--- src/rtl/sct_pkg.sv ---
`timescale 1ns/1ps
package sct_pkg;
    typedef enum logic [2:0] {
        A_CFG     = 3'd0,
        A_CNT_LO  = 3'd1,
        A_CNT_HI  = 3'd2,
        A_OSEL    = 3'd3,
        A_LCMP_LO = 3'd4,
        A_LCMP_HI = 3'd5,
        A_OCMP_LO = 3'd6,
        A_OCMP_HI = 3'd7
    } reg_addr_e;

    typedef enum logic {
        CNT_RUN  = 1'b0,
        CNT_HALT = 1'b1
    } cnt_state_e;

    localparam int STOP_BIT = 31;
endpackage

--- src/rtl/sct_counter.sv ---
`timescale 1ns/1ps
module sct_counter
    import sct_pkg::*;
#(
    parameter int W_CODE = 8
) (
    input  logic        clk,
    input  logic        rst_n,
    input  logic        stop_wr,
    input  logic        stop_val,
    input  logic        lo_wr,
    input  logic        hi_wr,
    input  logic [31:0] wdata,
    output logic [63:0] count,
    output logic        halted
);
    localparam int          CW   = 32 + 4 * W_CODE;
    localparam logic [63:0] MASK = (CW >= 64) ? {64{1'b1}} : ((64'd1 << CW) - 64'd1);

    cnt_state_e state_q, state_d;

    // next-state logic: start / stop transitions
    always_comb begin
        state_d = state_q;
        unique case (state_q)
            CNT_RUN:  if (stop_wr &&  stop_val) state_d = CNT_HALT;
            CNT_HALT: if (stop_wr && !stop_val) state_d = CNT_RUN;
        endcase
    end

    always_ff @(posedge clk) begin
        if (!rst_n) state_q <= CNT_HALT;
        else        state_q <= state_d;
    end

    // counter value: a word write beats the increment
    always_ff @(posedge clk) begin
        if (!rst_n)
            count <= '0;
        else if (lo_wr)
            count[31:0] <= wdata;
        else if (hi_wr)
            count[63:32] <= wdata & MASK[63:32];
        else if (state_q == CNT_RUN)
            count <= (count + 64'd1) & MASK;
    end

    assign halted = (state_q == CNT_HALT);
endmodule

--- src/rtl/sct_cmp.sv ---
`timescale 1ns/1ps
module sct_cmp (
    input  logic        clk,
    input  logic        rst_n,
    input  logic        wr_lo,
    input  logic        wr_hi,
    input  logic [31:0] wdata,
    input  logic [63:0] count,
    output logic [63:0] cmp,
    output logic        irq
);
    always_ff @(posedge clk) begin
        if (!rst_n) begin
            cmp <= {64{1'b1}};
        end else begin
            if (wr_lo) cmp[31:0]  <= wdata;
            if (wr_hi) cmp[63:32] <= wdata;
        end
    end

    // write clears and wins over a match seen in the same cycle
    always_ff @(posedge clk) begin
        if (!rst_n)              irq <= 1'b0;
        else if (wr_lo || wr_hi) irq <= 1'b0;
        else if (count == cmp)   irq <= 1'b1;
    end
endmodule

--- src/rtl/shared_count_timer.sv ---
`timescale 1ns/1ps
module shared_count_timer
    import sct_pkg::*;
#(
    parameter int NUM_TGT = 4,
    parameter int W_CODE  = 8,
    parameter int TW      = (NUM_TGT > 1) ? $clog2(NUM_TGT) : 1
) (
    input  logic               clk,
    input  logic               rst_n,
    input  logic               bus_wr,
    input  logic [2:0]         bus_addr,
    input  logic [TW-1:0]      bus_src,
    input  logic [31:0]        bus_wdata,
    output logic [31:0]        bus_rdata,
    output logic [NUM_TGT-1:0] tmr_irq
);
    reg_addr_e   addr;
    logic [63:0] count;
    logic        halted;
    logic        cnt_wr;
    logic [TW-1:0] osel_q [NUM_TGT];
    logic [TW-1:0] other_tgt;
    logic [63:0] cmp_val [NUM_TGT];
    logic [NUM_TGT-1:0] cmp_wr_lo, cmp_wr_hi, cmp_wr;

    assign addr      = reg_addr_e'(bus_addr);
    assign other_tgt = osel_q[bus_src];
    assign cnt_wr    = bus_wr && (addr == A_CNT_LO || addr == A_CNT_HI);

    sct_counter #(.W_CODE(W_CODE)) u_cnt (
        .clk     (clk),
        .rst_n   (rst_n),
        .stop_wr (bus_wr && addr == A_CFG),
        .stop_val(bus_wdata[STOP_BIT]),
        .lo_wr   (bus_wr && addr == A_CNT_LO),
        .hi_wr   (bus_wr && addr == A_CNT_HI),
        .wdata   (bus_wdata),
        .count   (count),
        .halted  (halted)
    );

    for (genvar t = 0; t < NUM_TGT; t++) begin : g_tgt
        assign cmp_wr_lo[t] = bus_wr &&
            ((addr == A_LCMP_LO && bus_src   == TW'(t)) ||
             (addr == A_OCMP_LO && other_tgt == TW'(t)));
        assign cmp_wr_hi[t] = bus_wr &&
            ((addr == A_LCMP_HI && bus_src   == TW'(t)) ||
             (addr == A_OCMP_HI && other_tgt == TW'(t)));
        assign cmp_wr[t] = cmp_wr_lo[t] | cmp_wr_hi[t];

        always_ff @(posedge clk) begin
            if (!rst_n)
                osel_q[t] <= '0;
            else if (bus_wr && addr == A_OSEL && bus_src == TW'(t))
                osel_q[t] <= bus_wdata[TW-1:0];
        end

        sct_cmp u_cmp (
            .clk  (clk),
            .rst_n(rst_n),
            .wr_lo(cmp_wr_lo[t]),
            .wr_hi(cmp_wr_hi[t]),
            .wdata(bus_wdata),
            .count(count),
            .cmp  (cmp_val[t]),
            .irq  (tmr_irq[t])
        );
    end

    always_comb begin
        unique case (addr)
            A_CFG:     bus_rdata = {halted, 27'd0, 4'(W_CODE)};
            A_CNT_LO:  bus_rdata = count[31:0];
            A_CNT_HI:  bus_rdata = count[63:32];
            A_OSEL:    bus_rdata = 32'(other_tgt);
            A_LCMP_LO: bus_rdata = cmp_val[bus_src][31:0];
            A_LCMP_HI: bus_rdata = cmp_val[bus_src][63:32];
            A_OCMP_LO: bus_rdata = cmp_val[other_tgt][31:0];
            A_OCMP_HI: bus_rdata = cmp_val[other_tgt][63:32];
        endcase
    end
endmodule

--- config.mk ---
export PLATFORM = sky130hd
export DESIGN_NAME = shared_count_timer
export DESIGN_NICKNAME = d
export VERILOG_FILES = /design/src/rtl/sct_pkg.sv /design/src/rtl/sct_counter.sv /design/src/rtl/sct_cmp.sv /design/src/rtl/shared_count_timer.sv
export SDC_FILE = /design/constraint.sdc
export NUM_CORES = 1
export LEC_CHECK = 0
export BUFFER_PORTS_ARGS = -buffer_cell sky130_fd_sc_hd__buf_2
export CORE_MARGIN = 2
export CORE_UTILIZATION = 60
export CTS_BUF_LIST = sky130_fd_sc_hd__clkbuf_8
export CTS_CLUSTER_SIZE = 40
export DETAILED_ROUTE_END_ITERATION = 10
export MAX_ROUTING_LAYER = met4
export PLACE_DENSITY = 0.77
export REMOVE_ABC_BUFFERS = 1
export SYNTH_ARGS = -nofsm -noshare
export SYNTH_HDL_FRONTEND = slang
export SYNTH_SLANG_ARGS = --single-unit
--- constraint.sdc ---
create_clock -name clk -period 5.7 [get_ports clk]
set_input_delay 1.71 -clock clk [delete_from_list [all_inputs] [get_ports clk]]
set_output_delay 1.71 -clock clk [all_outputs]
set_load 0.02 [all_outputs]
==> results by group <==
Critical path
  – Crit end category: output pin
  – Critical Path Start Type: input pin
  – Setup crit end: bus_rdata[19]
  – Path depth of the worst reg2reg path: 6
  – CP Class: in -> out
  – Flop2flop setup slack: 2.09 ns
  – R2r endpoint: u_cnt.count[39]
  – Worst R2R Start: u_cnt.count[3]
  – Critical path launch point: bus_addr[1]
  – Crit Path Max Fanout: 27
  – Req. time, crit path: ~4.0 ns
  – Critical Path AT: around 3.8 ns

Synthesis
  – Synthesized area per cell: between 8 and 9 sq um
  – Share of the synthesized area in the top cell type: 0.295
  – Post-synth ARST share: 0
  – Top cell type by total area after synthesis: dfxtp_1
  – Post-synth EDFFs: 8
  – Count leader, synth: nand2_1
  – Synth Cell Area: approximately 0.022 sq mm
  – Synth Warn #: 0
  – Sequential-to-total area share from yosys stat: 0.306
  – Post-Syn Instances: between 2000 and 3000
  – Commonest cells post-synth: nand2_1, dfxtp_1, xnor2_1, nand3_1, mux2i_1
  – Ys flop type: dfxtp_1
  – Synthesized flop and latch total: 333
  – Synth area leaders: dfxtp_1, xnor2_1, nand2_1, mux4_2, mux2i_1
  – Netlist cell types: 83

Power
  – Comb power frac: 0.191
  – Leakage power: about 0.0097 uW
  – Pint: ~4100 uW
  – Sw power: between 1500 and 2000 uW
  – Worst IR drop on VDD: around 280 uV
  – Switching Share: 0.329
  – Seq pwr share: 0.429
  – PwrDens: between 200 and 300 mW/mm^2
  – Clock share of power: 0.380

Die
  – I/O pin count: 76
  – Site Rows: 70
  – Die height: slightly below 200 um
  – Core Region: roughly 0.036 sq mm
  – DIE AREA: about 0.038 sq mm
  – Die X: between 150 and 200 um
  – Starting Density: 0.605

Job
  – Total of max-cap violations: 0

Final layout
  – Register area: between 0.006 and 0.007 sq mm
  – Area of the multi-input gates: 0.0140 sq mm
  – Final net count: 2607
  – Design Area, Final: between 0.02 and 0.025 sq mm
  – Layout cell share with drive strength beyond 1: 0.149
  – Fill count: slightly below 3000
  – Synth-to-layout area growth: 7.93%

Timing
  – Hold_ws: roughly 0.45 ns
  – Slew headroom: 0.207
  – Final hold violation count: 0
  – Peak Freq: between 150 and 200 MHz
  – Worst Skew: between 0.04 and 0.05 ns
  – RSZ-0062 raised after global routing: no
  – Final TNS setup: 0 ns
  – Final worst path period share: 0.973
  – Slew Limit Fails: 0
  – # setup viols final: 0
  – Min Tclk post-route: 5.55 ns
  – Worst-Margin Slew: between 1 and 1.5 ns

Clock network
  – Post-CTS Setup Inserts: 0
  – H-tree depth: 2
  – Post-CTS Hold Buffers: 0
  – CTS tree: done
  – CTS Buf Count: slightly below 60
  – Clk buf depth: 3
  – Reg clk slew, reported paths: about 0.070 ns
  – Root buffer cell: clkbuf_8
  – Sinks on Clock Net: roughly 330
  – Clk Latency, worst-skew pair: around 0.7 ns

Route
  – Via count: 22800
  – DRC: 0
  – DRT antenna net count: 0
  – Starting DRT DRC Count: 3608
  – Post-DR vias/cell: about 7.4
  – Drt wl/cell: 33.2 um
  – DRT Pass-1 Iters: 6
  – Drt total wl: ~100000 um

Placed design
  – GP Congestion: 1.11
  – Port Buf Inserts: 75
  – Placement Cell Area: between 0.02 and 0.025 sq mm
  – Detailed-placement wirelength estimate: 71700 um

Worst hold path
  – Hold Crit Class: reg -> reg

Global routing
  – Total GRT Usage: 0.546
  – Initial antenna violation count: 8
  – First-pass GRT wire length: 148000 um
  – Largest net degree at the start of global routing: 141
  – Vias in the first global route: ~22000
  – Total gr overflow: 0

Status
  – Status: complete, no violations
[cell families after synthesis]
group / Yosys count / share of synthesized area
buf+inv: 300 / 0.0640
xor+xnor: 257 / 0.102
flops: 333 / 0.306
simple gates: 1119 / 0.242
compound gates: 358 / 0.120
fa+ha+maj: 1 / 0.000567
mux: 263 / 0.165
[worst max-delay path, stage by stage]
cell,delay (ns)
buf_2,0.14
buf_12,0.21
nor2b_2,0.47
buf_12,0.24
a22oi_1,0.13
o221ai_1,0.33
a2111oi_2,0.10
a21oi_1,0.28
buf_2,0.22
[area by class of cell]
cell class	count	area share
Antenna cell	9	0.000946
Clock buffer	75	0.0434
Clock inverter	32	0.00673
Inverter	19	0.00300
Multi-Input combinational cell	1998	0.588
Sequential cell	333	0.283
Tap cell	468	0.0246
Timing Repair Buffer	155	0.0499
[metrics by stage]
| step | utilization | setup slack (ns) | std cells | power, uW |
|---|---|---|---|---|
| global placement | 0.620 | 0.00210 | 2973 | 3700 |
| CTS | 0.653 | 0.195 | 3080 | 5960 |
| global route | 0.653 | 0.0799 | 3088 | 6150 |
| finish | 0.653 | 0.152 | 3089 | 6050 |
| detailed placement | 0.620 | -0.0141 | 2973 | 3720 |
| floorplan | - | -0.361 | 2350 | 3180 |
[cells in the final DEF (no fill, tap or decap), types with 21 or more instances in the layout]
cell and instances:
nand2_1 555, dfxtp_1 325, xnor2_1 256, nand3_1 216, mux2i_1 172, nand4_1 96, mux4_2 78, a21oi_1 76
clkbuf_8 75, nor2_1 73, buf_2 73, buf_4 65, a22oi_1 62, inv_1 38, nor4_1 29, a31oi_1 28
o221ai_1 27, and3_1 24, nor3_1 23, a211o_1 21
[metal layers]
layer  wire, um  vias to the layer above  GRT usage
met4       8800                        0      0.377
met5          0                        -          -
met1      35900                    10700      0.664
li1           -                     9335          -
met3      16600                      585      0.204
met2      41200                     2205      0.748
[power groups by stage]
stage	clock, uW	combinational [uW]	sequential [uW]
final	2300	1160	2600
after global routing	2370	1180	2600
after CTS	2280	1090	2590
after detailed placement	0	1080	2640
after global placement	0	1070	2630
after floorplan	0	598	2580
[state kept, by name, summed over array words and instances (netlist names), named ones only]
signal and flops:
osel_q 8, g_tgt.u_cmp.cmp 256, g_tgt.u_cmp.irq 4, u_cnt.count 64
[timing repair]
item                                   4_1_cts  5_1_grt
setup endpoints to repair                    5        0
endpoints found under the hold margin        0        0
gates resized for setup                      1        0
[worst min-delay path by stage]
stage	cells past startpoint	start	slack, ns	end
floorplan	2	g_tgt[1].u_cmp.cmp[62]	0.48	g_tgt[1].u_cmp.cmp[62]
global placement	2	g_tgt[1].u_cmp.irq	0.43	g_tgt[1].u_cmp.irq
detailed placement	2	g_tgt[3].u_cmp.irq	0.44	g_tgt[3].u_cmp.irq
CTS	2	g_tgt[3].u_cmp.irq	0.45	g_tgt[3].u_cmp.irq
global route	2	g_tgt[0].u_cmp.irq	0.47	g_tgt[0].u_cmp.irq
finish	2	g_tgt[3].u_cmp.irq	0.45	g_tgt[3].u_cmp.irq
Power figures use the tool's default switching activity.
